[src/rtl/irq_cap_pkg.sv]
package irq_cap_pkg;

    // Register map selector
    typedef enum logic [1:0] {
        REG_DEB   = 2'd0,
        REG_INV   = 2'd1,
        REG_MASK  = 2'd2,
        REG_FIRST = 2'd3
    } reg_sel_e;

    // Widest channel index the record can hold (up to 256 channels)
    localparam int MAX_IDX_W = 8;

    typedef struct packed {
        logic                 valid;
        logic [MAX_IDX_W-1:0] idx;
    } first_rec_t;

    function automatic int idx_width(input int n);
        return (n > 1) ? $clog2(n) : 1;
    endfunction

endpackage

[src/rtl/irq_sync2.sv]
module irq_sync2 #(
    parameter int W = 16
) (
    input  logic         clk,
    input  logic         rst,
    input  logic [W-1:0] d,
    output logic [W-1:0] q
);
    logic [W-1:0] meta;

    always_ff @(posedge clk) begin
        if (rst) begin
            meta <= '1;
            q    <= '1;
        end else begin
            meta <= d;
            q    <= meta;
        end
    end
endmodule

[src/rtl/irq_chan_filter.sv]
module irq_chan_filter #(
    parameter int DB_W = 16
) (
    input  logic            clk,
    input  logic            rst,
    input  logic            sig_s,
    input  logic            inv,
    input  logic [DB_W-1:0] deb_time,
    output logic            deb
);
    logic            act;
    logic [DB_W-1:0] cnt;

    assign act = inv ? sig_s : ~sig_s;

    always_ff @(posedge clk) begin
        if (rst || !act) begin
            cnt <= '0;
            deb <= 1'b0;
        end else if (cnt < deb_time) begin
            cnt <= cnt + 1'b1;
            deb <= 1'b0;
        end else begin
            deb <= 1'b1;
        end
    end
endmodule

[src/rtl/irq_pulse_gen.sv]
module irq_pulse_gen #(
    parameter int CYC = 25
) (
    input  logic clk,
    input  logic rst,
    input  logic src,
    output logic pulse
);
    localparam int CNT_W = $clog2(CYC + 1);

    logic [CNT_W-1:0] cnt;
    logic             src_q;

    always_ff @(posedge clk) begin
        if (rst) begin
            cnt   <= '0;
            src_q <= 1'b0;
        end else begin
            src_q <= src;
            if (cnt != '0)
                cnt <= cnt - 1'b1;
            else if (src && !src_q)
                cnt <= CNT_W'(CYC);
        end
    end

    assign pulse = (cnt != '0);
endmodule

[src/rtl/irq_capture_top.sv]
module irq_capture_top
    import irq_cap_pkg::*;
#(
    parameter int NCH       = 16,
    parameter int DB_W      = 16,
    parameter int REG_W     = 16,
    parameter int PULSE_CYC = 25
) (
    input  logic             clk,
    input  logic             rst,
    input  logic [NCH-1:0]   comp_in,
    input  logic             wr_en,
    input  logic [1:0]       wr_addr,
    input  logic [REG_W-1:0] wr_data,
    input  logic [1:0]       rd_addr,
    output logic [REG_W-1:0] rd_data,
    output logic             irq_level,
    output logic             irq_pulse
);
    localparam int IDX_W = idx_width(NCH);

    logic [DB_W-1:0]      deb_q;
    logic [NCH-1:0]       inv_q;
    logic [NCH-1:0]       mask_q;
    logic [NCH-1:0]       comp_s;
    logic [NCH-1:0]       deb_vec;
    logic [NCH-1:0]       hit;
    logic                 src;
    logic [IDX_W-1:0]     low_idx;
    logic                 clr;
    first_rec_t           first_q;
    logic                 first_vld;
    logic [MAX_IDX_W-1:0] first_idx;

    // Configuration registers
    always_ff @(posedge clk) begin
        if (rst) begin
            deb_q  <= '0;
            inv_q  <= '0;
            mask_q <= '1;
        end else if (wr_en) begin
            case (reg_sel_e'(wr_addr))
                REG_DEB:  deb_q  <= wr_data[DB_W-1:0];
                REG_INV:  inv_q  <= wr_data[NCH-1:0];
                REG_MASK: mask_q <= wr_data[NCH-1:0];
                default:  ;
            endcase
        end
    end

    assign clr = wr_en && (reg_sel_e'(wr_addr) == REG_FIRST);

    irq_sync2 #(.W(NCH)) sync_i (
        .clk (clk),
        .rst (rst),
        .d   (comp_in),
        .q   (comp_s)
    );

    for (genvar g = 0; g < NCH; g++) begin : g_chan
        irq_chan_filter #(.DB_W(DB_W)) filt_i (
            .clk      (clk),
            .rst      (rst),
            .sig_s    (comp_s[g]),
            .inv      (inv_q[g]),
            .deb_time (deb_q),
            .deb      (deb_vec[g])
        );
    end

    // Source and lowest-index priority
    always_comb begin
        hit     = deb_vec & ~mask_q;
        src     = |hit;
        low_idx = '0;
        for (int i = NCH - 1; i >= 0; i--)
            if (hit[i]) low_idx = IDX_W'(i);
    end

    // Latched level and first-channel record
    always_ff @(posedge clk) begin
        if (rst || clr) begin
            irq_level <= 1'b0;
            first_q   <= '0;
        end else begin
            if (src) irq_level <= 1'b1;
            if (src && !first_q.valid) begin
                first_q.valid <= 1'b1;
                first_q.idx   <= MAX_IDX_W'(low_idx);
            end
        end
    end

    assign first_vld = first_q.valid;
    assign first_idx = first_q.idx;

    irq_pulse_gen #(.CYC(PULSE_CYC)) pgen_i (
        .clk   (clk),
        .rst   (rst),
        .src   (src),
        .pulse (irq_pulse)
    );

    // Read mux
    always_comb begin
        rd_data = '0;
        case (reg_sel_e'(rd_addr))
            REG_DEB:  rd_data[DB_W-1:0] = deb_q;
            REG_INV:  rd_data[NCH-1:0]  = inv_q;
            REG_MASK: rd_data[NCH-1:0]  = mask_q;
            default: begin
                rd_data[REG_W-1]       = first_vld;
                rd_data[MAX_IDX_W-1:0] = first_idx;
            end
        endcase
    end
endmodule

[config.mk]
export PLATFORM = sky130hd
export DESIGN_NAME = irq_capture_top
export DESIGN_NICKNAME = d
export VERILOG_FILES = /design/src/rtl/irq_cap_pkg.sv /design/src/rtl/irq_sync2.sv /design/src/rtl/irq_chan_filter.sv /design/src/rtl/irq_pulse_gen.sv /design/src/rtl/irq_capture_top.sv
export SDC_FILE = /design/constraint.sdc
export NUM_CORES = 1
export LEC_CHECK = 0
export BUFFER_PORTS_ARGS = -buffer_cell sky130_fd_sc_hd__buf_2
export CORE_AREA = 10 10 201 203
export DETAILED_ROUTE_END_ITERATION = 16
export DIE_AREA = 0 0 211 213
export PLACE_DENSITY_LB_ADDON = 0.25
export SYNTH_ARGS = -nofsm -noshare
export SYNTH_HDL_FRONTEND = slang
export SYNTH_SLANG_ARGS = --single-unit
[constraint.sdc]
create_clock -name clk -period 3.75 [get_ports clk]
set_input_delay 0.375 -clock clk [delete_from_list [all_inputs] [get_ports clk]]
set_output_delay 0.375 -clock clk [all_outputs]
set_load 0.03 [all_outputs]
Word-level counts from Yosys, hierarchy flattened
Index checks and enable logic that the tools add are counted.
- bitwise operators: 18
- magnitude comparators: 16
- $add $sub $neg: 17
- equality and inequality tests: 5
- reductions and logical operators: 46
- multiplexer cells: 53
- operators by type and width (cell ; count):
    $add 16x1->16 const B ; 16
    $lt 16x16->1 ; 16
    $mux 4 ; 16
    $mux 1 ; 32
    $pmux 8 s3 ; 1
    $pmux 7 s3 ; 1
    $logic_not 1->1 ; 18
    $logic_or 1x1->1 ; 17
    $and 16x16->16 ; 1
    $not 1->1 ; 16
    $not 16->16 ; 1
    $reduce_or 16->1 ; 1
    $mux 5 ; 2
    $eq 2x2->1 const B ; 3
    $reduce_and 2->1 ; 3
    $reduce_bool 5->1 ; 1
    $sub 5x1->5 const B ; 1
    $eq 2x1->1 const B ; 2
    $logic_not 2->1 ; 2
    $logic_and 1x1->1 ; 3
    $pmux 1 s3 ; 1
    $reduce_bool 2->1 ; 1
- bits of input ports: 39
- register bits after elaboration: 364
- word-level logic and storage cells: 197
- output and inout port bits: 18

Logic depth before layout (Yosys ltp)
Gate-level depths: netlist of the first run.
- depth in word-level cells: 18
- gate-level depth with buffers: 11

Hierarchy
From an unflattened synthesis of the first run, not the netlist that was laid out.
- cells, all modules: 2902
- area total of the unflattened synthesis: 23991.8 um^2
- by module, submodules not included (module ; cells an instance ; instances ; area each (um^2)):
    irq_chan_filter ; 155 ; 16 ; 1258.7
    irq_capture_top ; 326 ; 1 ; 2706.3
    irq_sync2 ; 67 ; 1 ; 874.6
    irq_pulse_gen ; 29 ; 1 ; 271.5

Worst setup path after synthesis of the first run
No wires, ideal clock.
- path type: register to register
- from: register deb_q[13]
- to: register g_chan[14].filt_i.cnt[15]
- data arrival time: 2.590 ns
- setup slack: 1.032 ns
- period minus slack after synthesis: 2.718 ns
- cell stages (with the launch flop): 10
- data required time: 3.622 ns
- cells stage by stage: dfxtp_1 -> inv_1 -> ha_1 -> a21o_1 -> a21o_1 -> a221oi_2 -> nand4_1 -> a2111oi_2 -> a31o_2 -> a21oi_1
- longest elaborated chain between the ends: 1
- RTL lines (element ; RTL line ; text):
    start, declared ; irq_capture_top.sv:22 ; logic [DB_W-1:0] deb_q;
    start signal, assigned ; irq_capture_top.sv:43 ; REG_DEB: deb_q <= wr_data[DB_W-1:0];
    $lt 16x16->1 ; irq_chan_filter.sv:20 ; end else if (cnt < deb_time) begin
    end signal, assigned ; irq_chan_filter.sv:21 ; cnt <= cnt + 1'b1;
    end, declared ; irq_chan_filter.sv:12 ; logic [DB_W-1:0] cnt;
No other way between the ends.
A chain may end at the register's enable or synchronous reset.

Worst setup path after layout of the first run
- from: register deb_q[5]
- to: register g_chan[6].filt_i.cnt[10]
- longest elaborated chain between the ends: 1
- RTL lines (element ; RTL line):
    $lt 16x16->1 ; irq_chan_filter.sv:20
    end signal, assigned ; irq_chan_filter.sv:21
    end, declared ; irq_chan_filter.sv:12
No other way between the ends.

==> results of run 1 <==
synthesized netlist by cell type, drive strengths merged (3+ instances only):
cell       n  area [um2]
and4      12         105
o211ai    28         210
and3      59         369
clkbuf    77         289
o21a      20         150
nand3    102         510
and2      25         156
a211oi    25         198
a2111oi   18         189
nor4      16         100
buf       28         148
nor2     174         653
nor3      30         155
a31o      11        96.3
or4       78         586
o21bai     4        30.0
dfxtp    364        7290
a21oi    224        1120
nand2    283        1060
nor2b     27         169
a221o      3        30.0
o22ai      5        31.3
mux2i     32         320
nand3b    17         128
or3       56         350
o31ai     66         495
inv       73         274
nand2b    28         178
nand4     76         475
ha       257        3220
a21o      54         405
a31oi      4        25.0
o21ai     94         470
or2       46         288
mux4       5         113
a221oi     4        58.8
xnor2     53         464
xor2      49         429
layer usage:
layer	track usage	vias up	wire length, um
met5	0	-	0
met4	0.103	0	1960
met3	0.0425	124	3610
met2	0.435	551	27700
met1	0.323	9263	25700
li1	-	9447	-
flip-flops by register name, summed over array words and instances (netlist names):
name               flops
g_chan.filt_i.deb     16
sync_i.meta           16
first_idx              4
inv_q                 16
first_vld              1
sync_i.q              16
pgen_i.src_q           1
g_chan.filt_i.cnt    256
mask_q                16
deb_q                 16
irq_level              1
pgen_i.cnt             5
worst min path at each step:
stage | to | depth (start not counted) | slack (ns)
3_5_place_dp | sync_i.q[15]$_SDFF_PP1_ | 1 | 0.39
4_1_cts | sync_i.meta[9]$_SDFF_PP1_ | 2 | 0.006
2_1_floorplan | sync_i.q[0]$_SDFF_PP1_ | 1 | 0.39
6_report | sync_i.meta[9]$_SDFF_PP1_ | 2 | 0.02
3_3_place_gp | sync_i.q[7]$_SDFF_PP1_ | 1 | 0.39
5_1_grt | sync_i.meta[8]$_SDFF_PP1_ | 2 | 0.03
what timing repair did:
item | in CTS | in global routing
setup buffers | 0 | 0
gates resized for setup | 0 | 0
endpoints found under the hold margin | 14 | 0
hold buffers | 14 | 0
layout make-up:
cell class                 count  area share
tap                          468      0.0245
inverter                      73      0.0115
timing repair buffer         107      0.0298
multi-input combinational   2010       0.569
clock buffer                  60      0.0513
sequential                   364       0.305
clock inverter                15     0.00973
cell families after synthesis:
logic type | count (synthesis)
muxes | 38
buffers and inverters | 178
DFF | 364
and+or+nand+nor | 1038
adders and majority gates | 257
xor gates and xnor gates | 102
AOI/OAI and AO/OA | 575
worst max-delay path, delay by kind of cell, from the launching register on:
family                   cells  cell delay (ns)
AO/OA/AOI/OAI                4             1.24
AND/OR/NAND/NOR              3             0.96
buffers and inverters        1             0.53
adder cells (fa/ha/maj)      1             0.37
flip-flops                   1             0.32
stage by stage:
step | worst slack (ns) | cell area (um2) | power (mW)
finish | 0.243 | 23900 | 9.41
global route | 0.150 | 23900 | 9.72
CTS | 0.345 | 23900 | 9.44
detailed placement | 0.346 | 22300 | 5.12
global placement | 0.530 | 22300 | 5.09
floorplan | 1.03 | 21600 | 4.84
power by group through the flow:
stage / Combinational, mW / Clock, mW / Sequential, mW
5_1_grt: 1.18 / 4.53 / 4.01
3_5_place_dp: 1.04 / 0 / 4.08
4_1_cts: 1.06 / 4.38 / 4.00
6_report: 1.07 / 4.34 / 4.00
3_3_place_gp: 1.01 / 0 / 4.08
2_1_floorplan: 0.779 / 0 / 4.07
==> results.sh, run 1 <==
export IMPL_synth_compound_area_frac=0.170
export IMPL_clk_path_buf_depth=3
export IMPL_synthDistinctLibCells=68
export IMPL_setup_worst_path_end="g_chan[6].filt_i.cnt[10]$_SDFFE_PP0N_"
export IMPL_grt_max_degree=66
export IMPL_pwr_density_cell_nw_per_um2=393
export IMPL_path_cells="inv_1 -> ha_1 -> a21oi_1 -> nor2b_1 -> a2111oi_0 -> a21o_1 -> nand2_1 -> or4_1 -> a21oi_1"
export IMPL_rsz0062_at_grt="false"
export IMPL_overflow=0
export IMPL_critPathKind="reg -> reg"
export IMPL_numCtsBuffers=41
export IMPL_avgSynthCellArea_um2=8.46
export IMPL_max_freq_mhz=285
export IMPL_drtIter0Drc=1641
export IMPL_cp_common_cell="a21oi_1"
export IMPL_ant_nets=0
export IMPL_ff2ff_path_depth=9
export IMPL_track_usage=0.258
export IMPL_die_h_um=213
export IMPL_drcViolationCount=0
export IMPL_finalCritPeriodShare=0.935
export IMPL_io_buffers=56
export IMPL_ys_warnings_count=0
export IMPL_maxCapViolCount=0
export IMPL_power_switching_mw=2.49
export IMPL_htree_num_levels=2
export IMPL_clock_latency_ns=0.58
export IMPL_relSlewSlack=0.316
export IMPL_slew_viol_final=0
export IMPL_ir_drop_v=0.000472
export IMPL_setup_tns_ns=0
export IMPL_wirelength_um=59000
export IMPL_synth_edff_count=0
export IMPL_ys_seq_elements=364
export IMPL_dr_pass1_iters=6
export IMPL_stdcell_count=3097
export IMPL_async_flop_share=0
export IMPL_clock_sinks=364
export IMPL_synth_xor_area_share=0.0414
export IMPL_drive_gt1_frac=0.0913
export IMPL_p_int_mw=6.92
export IMPL_final_setup_viol_count=0
export IMPL_timing_rr_end="g_chan[6].filt_i.cnt[10]$_SDFFE_PP0N_"
export IMPL_p_leak_nw=9.39
export IMPL_fin_hold_ws_ns=0.0175
export IMPL_multi_input_area_um2=13600
export IMPL_hold_viol=0
export IMPL_cts_tree="done"
export IMPL_max_slew_worst_pin_slew_ns=1.02
export IMPL_vias=19400
export IMPL_period_minus_slack_ns=3.51
export IMPL_avgRoutedWirePerCell_um=19.0
export IMPL_grt_pass1_wl_um=95000
export IMPL_place_congestion=0.936
export IMPL_synth_top_family_by_area="simple AND/OR/NAND/NOR gates"
export IMPL_power_frac_clock=0.461
export IMPL_start_kind="register"
export IMPL_die_area_um2=44900
export IMPL_final_common_cell="dfxtp_1"
export IMPL_crit_arrival_ns=4.01
export IMPL_yosysSeqAreaShare=0.338
export IMPL_reg2reg_slack_ns=0.24
export IMPL_grt_pass1_vias=18400
export IMPL_hp_start="comp_in[9]"
export IMPL_synth_nets=2848
export IMPL_antenna_found_initial=1
export IMPL_syn_area_um2=21600
export IMPL_outcome="finished clean"
export IMPL_register_area_um2=7290
export IMPL_max_stage_delay_ns=0.57
export IMPL_cp_startpoint="deb_q[5]$_SDFFE_PP0P_"
export IMPL_synth_simple_area_share=0.249
export IMPL_antenna_cells=0
export IMPL_critPathMaxFanout=11
export IMPL_vias_per_cell=6.26
export IMPL_synthFlopType="dfxtp_1"
export IMPL_dp_cells=3008
export IMPL_ios=57
export IMPL_nFillCells=3017
export IMPL_synthCells=2552
export IMPL_pwr_share_seq=0.425
export IMPL_fin_worst_skew_ns=0.0217
export IMPL_hp_class="in -> reg"
export IMPL_core_um2=36300
export IMPL_cts_root_buf="clkbuf_16"
export IMPL_pwr_share_comb=0.114
export IMPL_required_ns=4.25
export IMPL_initial_core_util=0.595
export IMPL_r2r_start="deb_q[5]$_SDFFE_PP0P_"
export IMPL_sw_frac_of_total=0.265
export IMPL_synth_adder_area_share=0.149
export IMPL_muxShareOfSynthArea=0.0206
export IMPL_utilization=0.660
export IMPL_dpl_hpwl_um=41100
export IMPL_cts_reportedPaths_clkPinSlew_ns=0.06
export IMPL_cp_slowest_cell="or4_1"
export IMPL_die_x_um=211
export IMPL_final_cell_mix="dfxtp_1, nand2_1, ha_1"
export IMPL_end_kind="register"
export IMPL_nNetsFinal=2893
export IMPL_std_cell_rows=70
export IMPL_syn_to_final_growth_pct=10.8
Note: power is estimated with default switching activity, not from simulation.
==> run 2: changes to the inputs <==
--- a/config.mk
+++ b/config.mk
@@ -7,6 +7,7 @@
 export LEC_CHECK = 0
 export BUFFER_PORTS_ARGS = -buffer_cell sky130_fd_sc_hd__buf_2
 export CORE_AREA = 10 10 201 203
+export CTS_BUF_LIST = sky130_fd_sc_hd__clkbuf_4 sky130_fd_sc_hd__clkbuf_8
 export DETAILED_ROUTE_END_ITERATION = 16
 export DIE_AREA = 0 0 211 213
 export PLACE_DENSITY_LB_ADDON = 0.25
==> run 2 against run 1 <==
  * Die area is the same
  * Clock power down 9.2%
  * Critical endpoint unchanged
  * Worst hold slack gained 0.16 ns
  * Global-route usage hardly changed
==> results.sh, run 2 (synthesis gave the netlist of run 1 again) <==
export IMPL_relSlewSlack=0.305
export IMPL_critPathKind="reg -> reg"
export IMPL_hp_start="wr_en"
export IMPL_hold_path_depth=3
export IMPL_outcome="finished clean"
export IMPL_cp_slowest_cell="or4_1"
export IMPL_dpl_hpwl_um=41100
export IMPL_path_cells="inv_1 -> ha_1 -> a21oi_1 -> nor2b_1 -> a2111oi_0 -> a21o_1 -> nand2_1 -> or4_1 -> a21oi_1"
export IMPL_cts_reportedPaths_clkPinSlew_ns=0.06
export IMPL_reg2reg_slack_ns=0.21
export IMPL_max_freq_mhz=282
export IMPL_start_kind="register"
export IMPL_fin_worst_skew_ns=0.0321
export IMPL_hold_viol=0
export IMPL_r2r_start="deb_q[5]$_SDFFE_PP0P_"
export IMPL_fin_hold_ws_ns=0.173
export IMPL_std_cell_rows=70
export IMPL_finalCritPeriodShare=0.945
export IMPL_min_to="irq_level$_SDFFE_PP0N_"
export IMPL_place_congestion=0.936
export IMPL_period_minus_slack_ns=3.54
export IMPL_die_h_um=213
export IMPL_htree_num_levels=2
export IMPL_antenna_found_initial=0
export IMPL_register_area_um2=7290
export IMPL_vias_per_cell=6.23
export IMPL_utilization=0.662
export IMPL_hp_class="in -> reg"
export IMPL_vias=19600
export IMPL_core_um2=36300
export IMPL_overflow=0
export IMPL_setup_tns_ns=0
export IMPL_ant_nets=0
export IMPL_top_register="g_chan.filt_i.cnt"
export IMPL_drcViolationCount=0
export IMPL_nNetsFinal=2930
export IMPL_final_setup_viol_count=0
export IMPL_io_buffers=56
export IMPL_die_x_um=211
export IMPL_cp_top_family="compound AO/OA/AOI/OAI gates"
export IMPL_maxCapViolCount=0
export IMPL_required_ns=4.36
export IMPL_dr_pass1_iters=6
export IMPL_cts_setup_buffers=0
export IMPL_ir_drop_v=0.000406
export IMPL_grt_max_degree=66
export IMPL_wirelength_um=58900
export IMPL_track_usage=0.258
export IMPL_met3_usage=0.0393
export IMPL_grt_pass1_vias=18700
export IMPL_final_cell_mix="dfxtp_1, nand2_1, ha_1"
export IMPL_cp_buffers_inverters=1
export IMPL_timing_rr_end="g_chan[6].filt_i.cnt[10]$_SDFFE_PP0N_"
export IMPL_use_met2=0.429
export IMPL_met1_usage=0.325
export IMPL_max_slew_worst_pin_slew_ns=1.04
export IMPL_nFillCells=3058
export IMPL_slew_viol_final=0
export IMPL_multi_input_area_um2=13600
export IMPL_max_stage_delay_ns=0.57
export IMPL_clk_path_buf_depth=3
export IMPL_end_kind="register"
export IMPL_syn_to_final_growth_pct=11.3
export IMPL_largest_reg_flops=256
export IMPL_grt_pass1_wl_um=95400
export IMPL_ios=57
export IMPL_initial_core_util=0.595
export IMPL_final_common_cell="dfxtp_1"
export IMPL_cts_tree="done"
export IMPL_cp_common_cell="a21oi_1"
export IMPL_drtIter0Drc=1497
export IMPL_numCtsBuffers=60
export IMPL_ctsResizeCount=0
export IMPL_clock_sinks=364
export IMPL_crit_cells=9
export IMPL_clock_latency_ns=0.69
export IMPL_avgRoutedWirePerCell_um=18.7
export IMPL_pwr_density_cell_nw_per_um2=376
export IMPL_rsz0062_at_grt="false"
export IMPL_grt_busiest_layer="met2"
export IMPL_dp_slack_ns=0.346
export IMPL_drive_gt1_frac=0.104
export IMPL_ff2ff_path_depth=9
export IMPL_die_area_um2=44900
export IMPL_cts_root_buf="clkbuf_8"
export IMPL_p_leak_nw=9.47
export IMPL_crit_arrival_ns=4.15
export IMPL_fin_ws_ns=0.205
export IMPL_critPathMaxFanout=11
export IMPL_cp_startpoint="deb_q[5]$_SDFFE_PP0P_"
==> run 2: power breakdown <==
part	internal, mW	switching, mW
combinational	0.370	0.715
clock	2.25	1.69
sequential	3.94	0.0594
total	6.56	2.47
==> run 2: routing by layer <==
metal / wire, um / part of all wire
met2: 27400 / 0.47
met5: 0 / 0
met3: 3490 / 0.059
met4: 2180 / 0.037
met1: 25800 / 0.44
==> run 2: worst max path at each step <==
stage / endpoint / slack [ns]
after detailed placement: g_chan[6].filt_i.cnt[10]$_SDFFE_PP0N_ / 0.35
after floorplan: g_chan[14].filt_i.cnt[15]$_SDFFE_PP0N_ / 1.03
after global routing: g_chan[6].filt_i.cnt[10]$_SDFFE_PP0N_ / 0.16
after CTS: g_chan[6].filt_i.cnt[10]$_SDFFE_PP0N_ / 0.34
after global placement: g_chan[3].filt_i.cnt[9]$_SDFFE_PP0N_ / 0.53
final: g_chan[6].filt_i.cnt[10]$_SDFFE_PP0N_ / 0.21
==> run 2: stage by stage <==
step	std cells	power, mW	area, um2
4_1_cts	3148	9.07	24000
6_report	3149	9.03	24000
3_3_place_gp	3008	5.09	22300
3_5_place_dp	3008	5.12	22300
2_1_floorplan	2552	4.84	21600
5_1_grt	3148	9.36	24000
==> run 2: worst min-delay path: cells and delay by family <==
family	cells	cell delay, ns
buffers and inverters	1	0.12
AO/OA/AOI/OAI	2	0.33
==> run 2: repair_timing <==
item | CTS | global route
hold endpoints to repair | 63 | 0
endpoints found under the setup margin | 0 | 0
hold buffers | 32 | 0
==> run 2: area by class of cell <==
class | instances | area share
sequential | 364 | 0.303
antenna | 1 | 0.000104
timing repair buffer | 125 | 0.0372
clock buffer | 99 | 0.0523
inverter | 73 | 0.0114
tap | 468 | 0.0244
multi-input combinational | 2010 | 0.566
clock inverter | 9 | 0.00500
